**src/rtl/e3mm_pkg.sv**
```systemverilog
// Package: source indices and widths shared by the maintenance monitor.
// Assumes the source vector layout documented with the top module.
package e3mm_pkg;
    localparam int NSRC      = 11;
    localparam int SRC_AIS   = 0;
    localparam int SRC_LOS   = 1;
    localparam int SRC_LOF   = 2;
    localparam int SRC_OOF   = 3;
    localparam int SRC_COFA  = 4;
    localparam int SRC_SOOS  = 5;
    localparam int SRC_SMSG  = 6;
    localparam int SRC_FERF  = 8;
    localparam int SRC_TMARK = 9;
    localparam int SRC_PLD   = 10;
    localparam int BIT_FERF  = 7;
    localparam int BIT_TMARK = 0;
    localparam int PT_LO     = 3;
    localparam int PT_W      = 3;
endpackage

```
**src/rtl/e3mm_persist.sv**
```systemverilog
// Module: consecutive-frame persistence filter for one status bit.
// The status flips to the sampled value only after LIM consecutive strobed
// samples differ from it; LIM is NA or NB, picked by sel_b. A matching sample
// restarts the run. Assumes din is only meaningful when stb is high.
module e3mm_persist #(
    parameter int NA = 3,
    parameter int NB = 5
) (
    input  logic clk,
    input  logic rst_n,
    input  logic stb,
    input  logic sel_b,
    input  logic din,
    output logic stat,
    output logic chg
);
    localparam int NMAX = (NA > NB) ? NA : NB;
    localparam int CW   = $clog2(NMAX + 1);

    logic [CW-1:0] cnt_q, cnt_n, lim;
    logic          stat_q, stat_n;

    // Select the run length required for a change
    always_comb lim = sel_b ? CW'(NB) : CW'(NA);

    // Next run count and status for this frame
    always_comb begin
        cnt_n  = cnt_q;
        stat_n = stat_q;
        if (stb) begin
            if (din == stat_q) begin
                cnt_n = '0;
            end else if (cnt_q + 1'b1 == lim) begin
                stat_n = din;
                cnt_n  = '0;
            end else begin
                cnt_n = cnt_q + 1'b1;
            end
        end
    end

    // Register run count and status
    always_ff @(posedge clk) begin
        if (!rst_n) begin
            cnt_q  <= '0;
            stat_q <= 1'b0;
        end else begin
            cnt_q  <= cnt_n;
            stat_q <= stat_n;
        end
    end

    assign stat = stat_q;
    assign chg  = (stat_n != stat_q);


    stat_hold_chk: assert property (@(posedge clk) disable iff (!rst_n)
        !stb |=> $stable(stat_q));

    run_bound_chk: assert property (@(posedge clk) disable iff (!rst_n)
        cnt_q < CW'(NMAX));
endmodule

```
**src/rtl/e3mm_pld_watch.sv**
```systemverilog
// Module: payload type stability watcher.
// Flags instability from the frame with a changed payload type until WIN
// identical frames in a row have been seen. Assumes the first frame after
// reset has no predecessor and so counts as unchanged.
module e3mm_pld_watch #(
    parameter int PW  = 3,
    parameter int WIN = 5
) (
    input  logic          clk,
    input  logic          rst_n,
    input  logic          stb,
    input  logic [PW-1:0] pt,
    output logic          unstab,
    output logic          chg
);
    localparam int RUN = WIN - 1;
    localparam int CW  = $clog2(WIN);

    logic [PW-1:0] prev_q;
    logic          have_q;
    logic          uns_q, uns_n;
    logic [CW-1:0] run_q, run_n;

    // Next instability flag and equal-frame run
    always_comb begin
        uns_n = uns_q;
        run_n = run_q;
        if (stb) begin
            if (have_q && pt != prev_q) begin
                uns_n = 1'b1;
                run_n = '0;
            end else if (uns_q) begin
                if (run_q + 1'b1 == CW'(RUN)) begin
                    uns_n = 1'b0;
                    run_n = '0;
                end else begin
                    run_n = run_q + 1'b1;
                end
            end
        end
    end

    // Register previous payload type, flag and run
    always_ff @(posedge clk) begin
        if (!rst_n) begin
            prev_q <= '0;
            have_q <= 1'b0;
            uns_q  <= 1'b0;
            run_q  <= '0;
        end else begin
            if (stb) begin
                prev_q <= pt;
                have_q <= 1'b1;
            end
            uns_q <= uns_n;
            run_q <= run_n;
        end
    end

    assign unstab = uns_q;
    assign chg    = (uns_n != uns_q);


    pld_rise_chk: assert property (@(posedge clk) disable iff (!rst_n)
        (stb && have_q && pt != prev_q) |=> uns_q);

    pld_hold_chk: assert property (@(posedge clk) disable iff (!rst_n)
        !stb |=> $stable(uns_q));
endmodule

```
**src/rtl/e3mm_irq.sv**
```systemverilog
// Module: sticky interrupt source register and request gating.
// Sources set on any edge where their set bit is high; a read pulse clears
// all bits but loses to a simultaneous set. Assumes en is already masked.
module e3mm_irq #(
    parameter int NSRC = 11
) (
    input  logic            clk,
    input  logic            rst_n,
    input  logic [NSRC-1:0] set,
    input  logic            rd,
    input  logic [NSRC-1:0] en,
    output logic [NSRC-1:0] src,
    output logic            irq
);
    logic [NSRC-1:0] src_q;

    // Latch sources, clear on read, set has priority
    always_ff @(posedge clk) begin
        if (!rst_n) src_q <= '0;
        else        src_q <= (rd ? '0 : src_q) | set;
    end

    assign src = src_q;
    assign irq = |(src_q & en);


    src_sticky_chk: assert property (@(posedge clk) disable iff (!rst_n)
        !rd |=> ((src_q & $past(src_q)) == $past(src_q)));

    rd_clear_chk: assert property (@(posedge clk) disable iff (!rst_n)
        (rd && set == '0) |=> src_q == '0);

    set_wins_chk: assert property (@(posedge clk) disable iff (!rst_n)
        (set != '0) |=> ((src_q & $past(set)) == $past(set)));
endmodule

```
**src/rtl/e3_maint_monitor.sv**
```systemverilog
// Module: E3 maintenance byte condition monitor (top).
// Filters per-frame maintenance byte fields and zero counts into status
// bits, latches status changes and neighbour events as interrupt sources,
// and gates them into one request. Assumes maint_byte and zero_cnt are
// valid in the cycle frame_stb is high.
module e3_maint_monitor #(
    parameter int ZW        = 8,
    parameter int AIS_ZMIN  = 7,
    parameter int AIS_RUN   = 2,
    parameter int SHORT_RUN = 3,
    parameter int LONG_RUN  = 5,
    parameter int PLD_WIN   = 5
) (
    input  logic          clk,
    input  logic          rst_n,
    input  logic          frame_stb,
    input  logic [7:0]    maint_byte,
    input  logic [ZW-1:0] zero_cnt,
    input  logic          align_chg,
    input  logic [4:0]    aux_evt,
    input  logic          ferf_sel5,
    input  logic          tmark_sel5,
    input  logic          old_rev,
    input  logic [6:0]    int_en,
    input  logic [2:0]    st_en,
    input  logic          src_rd,
    output logic          ferf_stat,
    output logic          tmark_val,
    output logic          pld_unstab,
    output logic          ais_stat,
    output logic [10:0]   int_src,
    output logic          irq
);
    import e3mm_pkg::*;

    logic            ferf_chg, tm_chg, pld_chg, ais_chg, ais_in;
    logic [NSRC-1:0] set_vec, en_vec;

    // Qualify the frame for AIS by its zero density
    always_comb ais_in = (zero_cnt < ZW'(AIS_ZMIN));

    e3mm_persist #(.NA(SHORT_RUN), .NB(LONG_RUN)) u_ferf (
        .clk(clk), .rst_n(rst_n), .stb(frame_stb), .sel_b(ferf_sel5),
        .din(maint_byte[BIT_FERF]), .stat(ferf_stat), .chg(ferf_chg));

    e3mm_persist #(.NA(SHORT_RUN), .NB(LONG_RUN)) u_tmark (
        .clk(clk), .rst_n(rst_n), .stb(frame_stb), .sel_b(tmark_sel5),
        .din(maint_byte[BIT_TMARK]), .stat(tmark_val), .chg(tm_chg));

    e3mm_persist #(.NA(AIS_RUN), .NB(AIS_RUN)) u_ais (
        .clk(clk), .rst_n(rst_n), .stb(frame_stb), .sel_b(1'b0),
        .din(ais_in), .stat(ais_stat), .chg(ais_chg));

    e3mm_pld_watch #(.PW(PT_W), .WIN(PLD_WIN)) u_pld (
        .clk(clk), .rst_n(rst_n), .stb(frame_stb),
        .pt(maint_byte[PT_LO +: PT_W]), .unstab(pld_unstab), .chg(pld_chg));

    // Assemble the source set vector
    always_comb begin
        set_vec            = '0;
        set_vec[SRC_AIS]   = ais_chg;
        set_vec[SRC_LOS]   = aux_evt[0];
        set_vec[SRC_LOF]   = aux_evt[1];
        set_vec[SRC_OOF]   = aux_evt[2];
        set_vec[SRC_COFA]  = align_chg;
        set_vec[SRC_SOOS]  = aux_evt[3];
        set_vec[SRC_SMSG]  = aux_evt[4];
        set_vec[SRC_FERF]  = ferf_chg;
        set_vec[SRC_TMARK] = tm_chg;
        set_vec[SRC_PLD]   = pld_chg;
    end

    // Assemble enables, masking SSM enables in the older revision
    always_comb begin
        en_vec                    = '0;
        en_vec[6:0]               = int_en;
        en_vec[SRC_SOOS]          = int_en[SRC_SOOS] & ~old_rev;
        en_vec[SRC_SMSG]          = int_en[SRC_SMSG] & ~old_rev;
        en_vec[SRC_PLD:SRC_FERF]  = st_en;
    end

    e3mm_irq #(.NSRC(NSRC)) u_irq (
        .clk(clk), .rst_n(rst_n), .set(set_vec), .rd(src_rd),
        .en(en_vec), .src(int_src), .irq(irq));


    unused_src_chk: assert property (@(posedge clk) disable iff (!rst_n)
        !int_src[7]);

    old_rev_mask_chk: assert property (@(posedge clk) disable iff (!rst_n)
        (old_rev && (int_src & {st_en, 1'b0, int_en}) == 11'h060) |-> !irq);

    ais_hold_chk: assert property (@(posedge clk) disable iff (!rst_n)
        !frame_stb |=> $stable(ais_stat));
endmodule

```
**config.mk**
```make
export PLATFORM = sky130hd
export DESIGN_NAME = e3_maint_monitor
export DESIGN_NICKNAME = d
export VERILOG_FILES = /design/src/rtl/e3mm_pkg.sv /design/src/rtl/e3mm_persist.sv /design/src/rtl/e3mm_pld_watch.sv /design/src/rtl/e3mm_irq.sv /design/src/rtl/e3_maint_monitor.sv
export SDC_FILE = /design/constraint.sdc
export NUM_CORES = 1
export LEC_CHECK = 0
export BUFFER_PORTS_ARGS = -buffer_cell sky130_fd_sc_hd__buf_2
export CORE_ASPECT_RATIO = 0.8
export CORE_UTILIZATION = 51
export CTS_BUF_LIST = sky130_fd_sc_hd__clkbuf_4
export CTS_CLUSTER_SIZE = 12
export DETAILED_ROUTE_END_ITERATION = 8
export GPL_ROUTABILITY_DRIVEN = 0
export PLACE_DENSITY = 0.88
export SETUP_SLACK_MARGIN = 0.1
export SLEW_MARGIN = 20
export SYNTH_ARGS = -nofsm -noshare
export SYNTH_HDL_FRONTEND = slang
export SYNTH_SLANG_ARGS = --single-unit
export TNS_END_PERCENT = 20
```
**constraint.sdc**
```tcl
create_clock -name clk -period 2.4 [get_ports clk]
set_clock_uncertainty 0.1 [all_clocks]
set_input_delay 0.48 -clock clk [delete_from_list [all_inputs] [get_ports clk]]
set_output_delay 0.48 -clock clk [all_outputs]
set_load 0.01 [all_outputs]
```
==> metrics.csv <==
metric;value;unit
fin_nets;253;
grt_use_total;20.7;%
antenna_found_initial;0;
grt.overflow.total;0;
seq_area_frac_synth;38.8;%
hold_viol_final;0;
yosys_warnings;0;
ff2ff_path_depth;5;
area_delta_synth_final;21.5;%
required;1820;ps
holdPathStages;2;
start_util;54.1;%
numPortBuffers;50;
clk-insertion-delay-late;330;ps
root_buffer;clkbuf_4;
syn_area;1500;sq um
avgSynthCellArea;9.35;sq um
wire_per_inst;11.8;um
max_freq;502;MHz
reg2reg_from;u_ferf.cnt_q[0];
cts_resized;0;
setup-violations-final;0;
cts_htree_levels;2;
io_pins;55;
syn-num-nets;203;
fin_total_pwr;0.929;mW
cp_slowest_stage_delay;340;ps
diodes;0;
p_per_area;511;nW/um^2
p_switching;0.252;mW
cp_cell_sequence;a22o_1 > a221oi_1 > o2111ai_1 > buf_2;
final_common_cell;buf_2;
timing.setup.tns;0;ps
grt_max_degree;30;
die_h;50.5;um
synth_async_sr_flop_share;0;%
cp.arrival;1410;ps
firstDrtPassIters;4;
startpoint_type;register;
place_area;1770;sq um
synth_flop_cell;dfxtp_1;
r2r_slack;750;ps
mostFrequentLayoutCells;buf_2 (50), dfxtp_1 (29), nand2_1 (15), nor2b_1 (14), o21a_1 (11);
die_area;3160;sq um
viasPerCell;5.30;
slowest_stage;dfxtp_1;
fin_util;65.7;%
num_rows;17;
hold_end;u_irq.src[3];
ys_ff_latch;29;
fin_area;1820;sq um
synth_edf_count;0;
worstSetupPathType;reg -> out;
period_needed;1990;ps
status;complete, no violations;
drive_above_1_share;28.9;%
core-area;2770;sq um
hold_class;in -> reg;
fillers;239;
cts_hold_buf;0;
rsz0062_at_grt;no;
post_cts_buffers;0;
grt_pass1_wl;5.01;mm
ant_nets;0;
drc;0;
slew_viol_final;0;
dr_total_vias;1319;
clock-sinks;29;
clockBufferDepth;2;
power_frac_seq;55.3;%
path_clk_slew;90;ps
grt_pass1_vias;1201;
synth_cell_types;38;
cp_max_fo;3;
sw_frac_of_total;27.1;%
cts_buffers;5;
postSynthCellCount;160;
p_clk_share;29.7;%
ir_drop;0.000261;V
period_share;83.0;%
min-delay-start;aux_evt[2];
worstSetupEndpointType;output port;
r2r_end;u_ferf.cnt_q[1];
drt-initial-drc-count;52;
maxCapViolCount;0;
p_int;0.677;mW
p_comb_share;15.1;%
wirelength;2.95;mm
die_x;62.6;um
cts_tree;yes;
power.leakage;0.815;nW
dp_hpwl;2.13;mm
## kinds of logic (layout without fill, tap and decap cells)
group                    Yosys count  after routing  share of synthesized area [%]
XOR/XNOR                           8              8                           4.68
AO/OA/AOI/OAI                     38             38                           19.1
adder cells (fa/ha/maj)            4              4                           3.34
multiplexers                       9              9                           6.10
flip-flops                        29             29                           38.8
other                              1              1                          0.251
AND/OR/NAND/NOR                   61             61                           24.9
buffers and inverters             10             61                           2.76
## power by group through the flow
stage	combinational, mW	sequential, mW	clock, mW
final	0.140	0.513	0.276
after CTS	0.141	0.513	0.291
after floorplan	0.0808	0.526	0
after global placement	0.137	0.524	0
after global routing	0.157	0.516	0.314
after detailed placement	0.140	0.525	0
## synthesized netlist by cell type, types with 2 or more instances
| library cell | number | area, sq um |
|---|---|---|
| and3_1 | 2 | 12.5 |
| nor3_1 | 3 | 15.0 |
| a21oi_1 | 4 | 20.0 |
| mux2i_1 | 8 | 80.1 |
| nor2b_1 | 14 | 87.6 |
| o21ai_0 | 6 | 30.0 |
| xor2_1 | 4 | 35.0 |
| nor3b_1 | 2 | 15.0 |
| and3b_1 | 2 | 17.5 |
| o21a_1 | 11 | 82.6 |
| ha_1 | 4 | 50.1 |
| inv_1 | 2 | 7.51 |
| xnor2_1 | 4 | 35.0 |
| o22ai_1 | 3 | 18.8 |
| nand2b_1 | 6 | 37.5 |
| dfxtp_1 | 29 | 581 |
| nand2_1 | 15 | 56.3 |
| a22o_1 | 3 | 26.3 |
| nand3b_1 | 6 | 45.0 |
| clkbuf_1 | 7 | 26.3 |
| nand3_1 | 2 | 10.0 |
| nor4b_1 | 4 | 35.0 |
| a22oi_1 | 4 | 30.0 |
## per-layer routing
layer	part of all wire (%)	GRT usage [%]	vias to the layer above	routed length, um
met2	45	34.4	46	1340
met5	0	0	-	0
li1	-	-	677	-
met1	46	24.1	590	1350
met3	6.9	6.14	6	205
met4	1.8	11.6	0	52
## worst max path at each step
| stage | start | slack [ps] | end |
|---|---|---|---|
| after floorplan | zero_cnt[6] | 480 | u_ais.cnt_q[0] |
| after global placement | zero_cnt[6] | 320 | u_ais.cnt_q[0] |
| after detailed placement | zero_cnt[6] | 290 | u_ais.cnt_q[0] |
| after CTS | u_irq.src[10] | 360 | irq |
| after global routing | u_irq.src[8] | 230 | irq |
| final | u_irq.src[10] | 410 | irq |
## registers in the layout, indices dropped and copies added, names as in the netlist
register and count:
u_ais.cnt_q 2, u_ais.stat 1, u_ferf.cnt_q 3, u_ferf.stat 1
u_irq.src 10, u_pld.have_q 1, u_pld.prev_q 3, u_pld.run_q 3
u_pld.unstab 1, u_tmark.cnt_q 3, u_tmark.stat 1
## critical path: cells and delay by family (launching register included)
kind	cells	cell delay [ps]
AO/OA/AOI/OAI	3	590
buffers and inverters	1	160
flip-flops	1	340
## metrics by stage
step | hold slack, ps | setup WS (ps) | instances
floorplan | 344 | 475 | 160
global placement | 363 | 322 | 241
detailed placement | 368 | 288 | 241
CTS | 224 | 355 | 249
global route | 233 | 230 | 249
finish | 246 | 408 | 249
## layout make-up
| class | instances | area [sq um] | area share [%] |
|---|---|---|---|
| inverters | 2 | 7.51 | 0.413 |
| clock inverters | 3 | 12.5 | 0.688 |
| clock buffers | 5 | 37.5 | 2.06 |
| flip-flops and latches | 29 | 581 | 31.9 |
| well taps | 38 | 47.5 | 2.62 |
| multi-input cells | 121 | 875 | 48.1 |
| repair buffers | 51 | 258 | 14.2 |
Note: power is estimated with default switching activity, not from simulation.
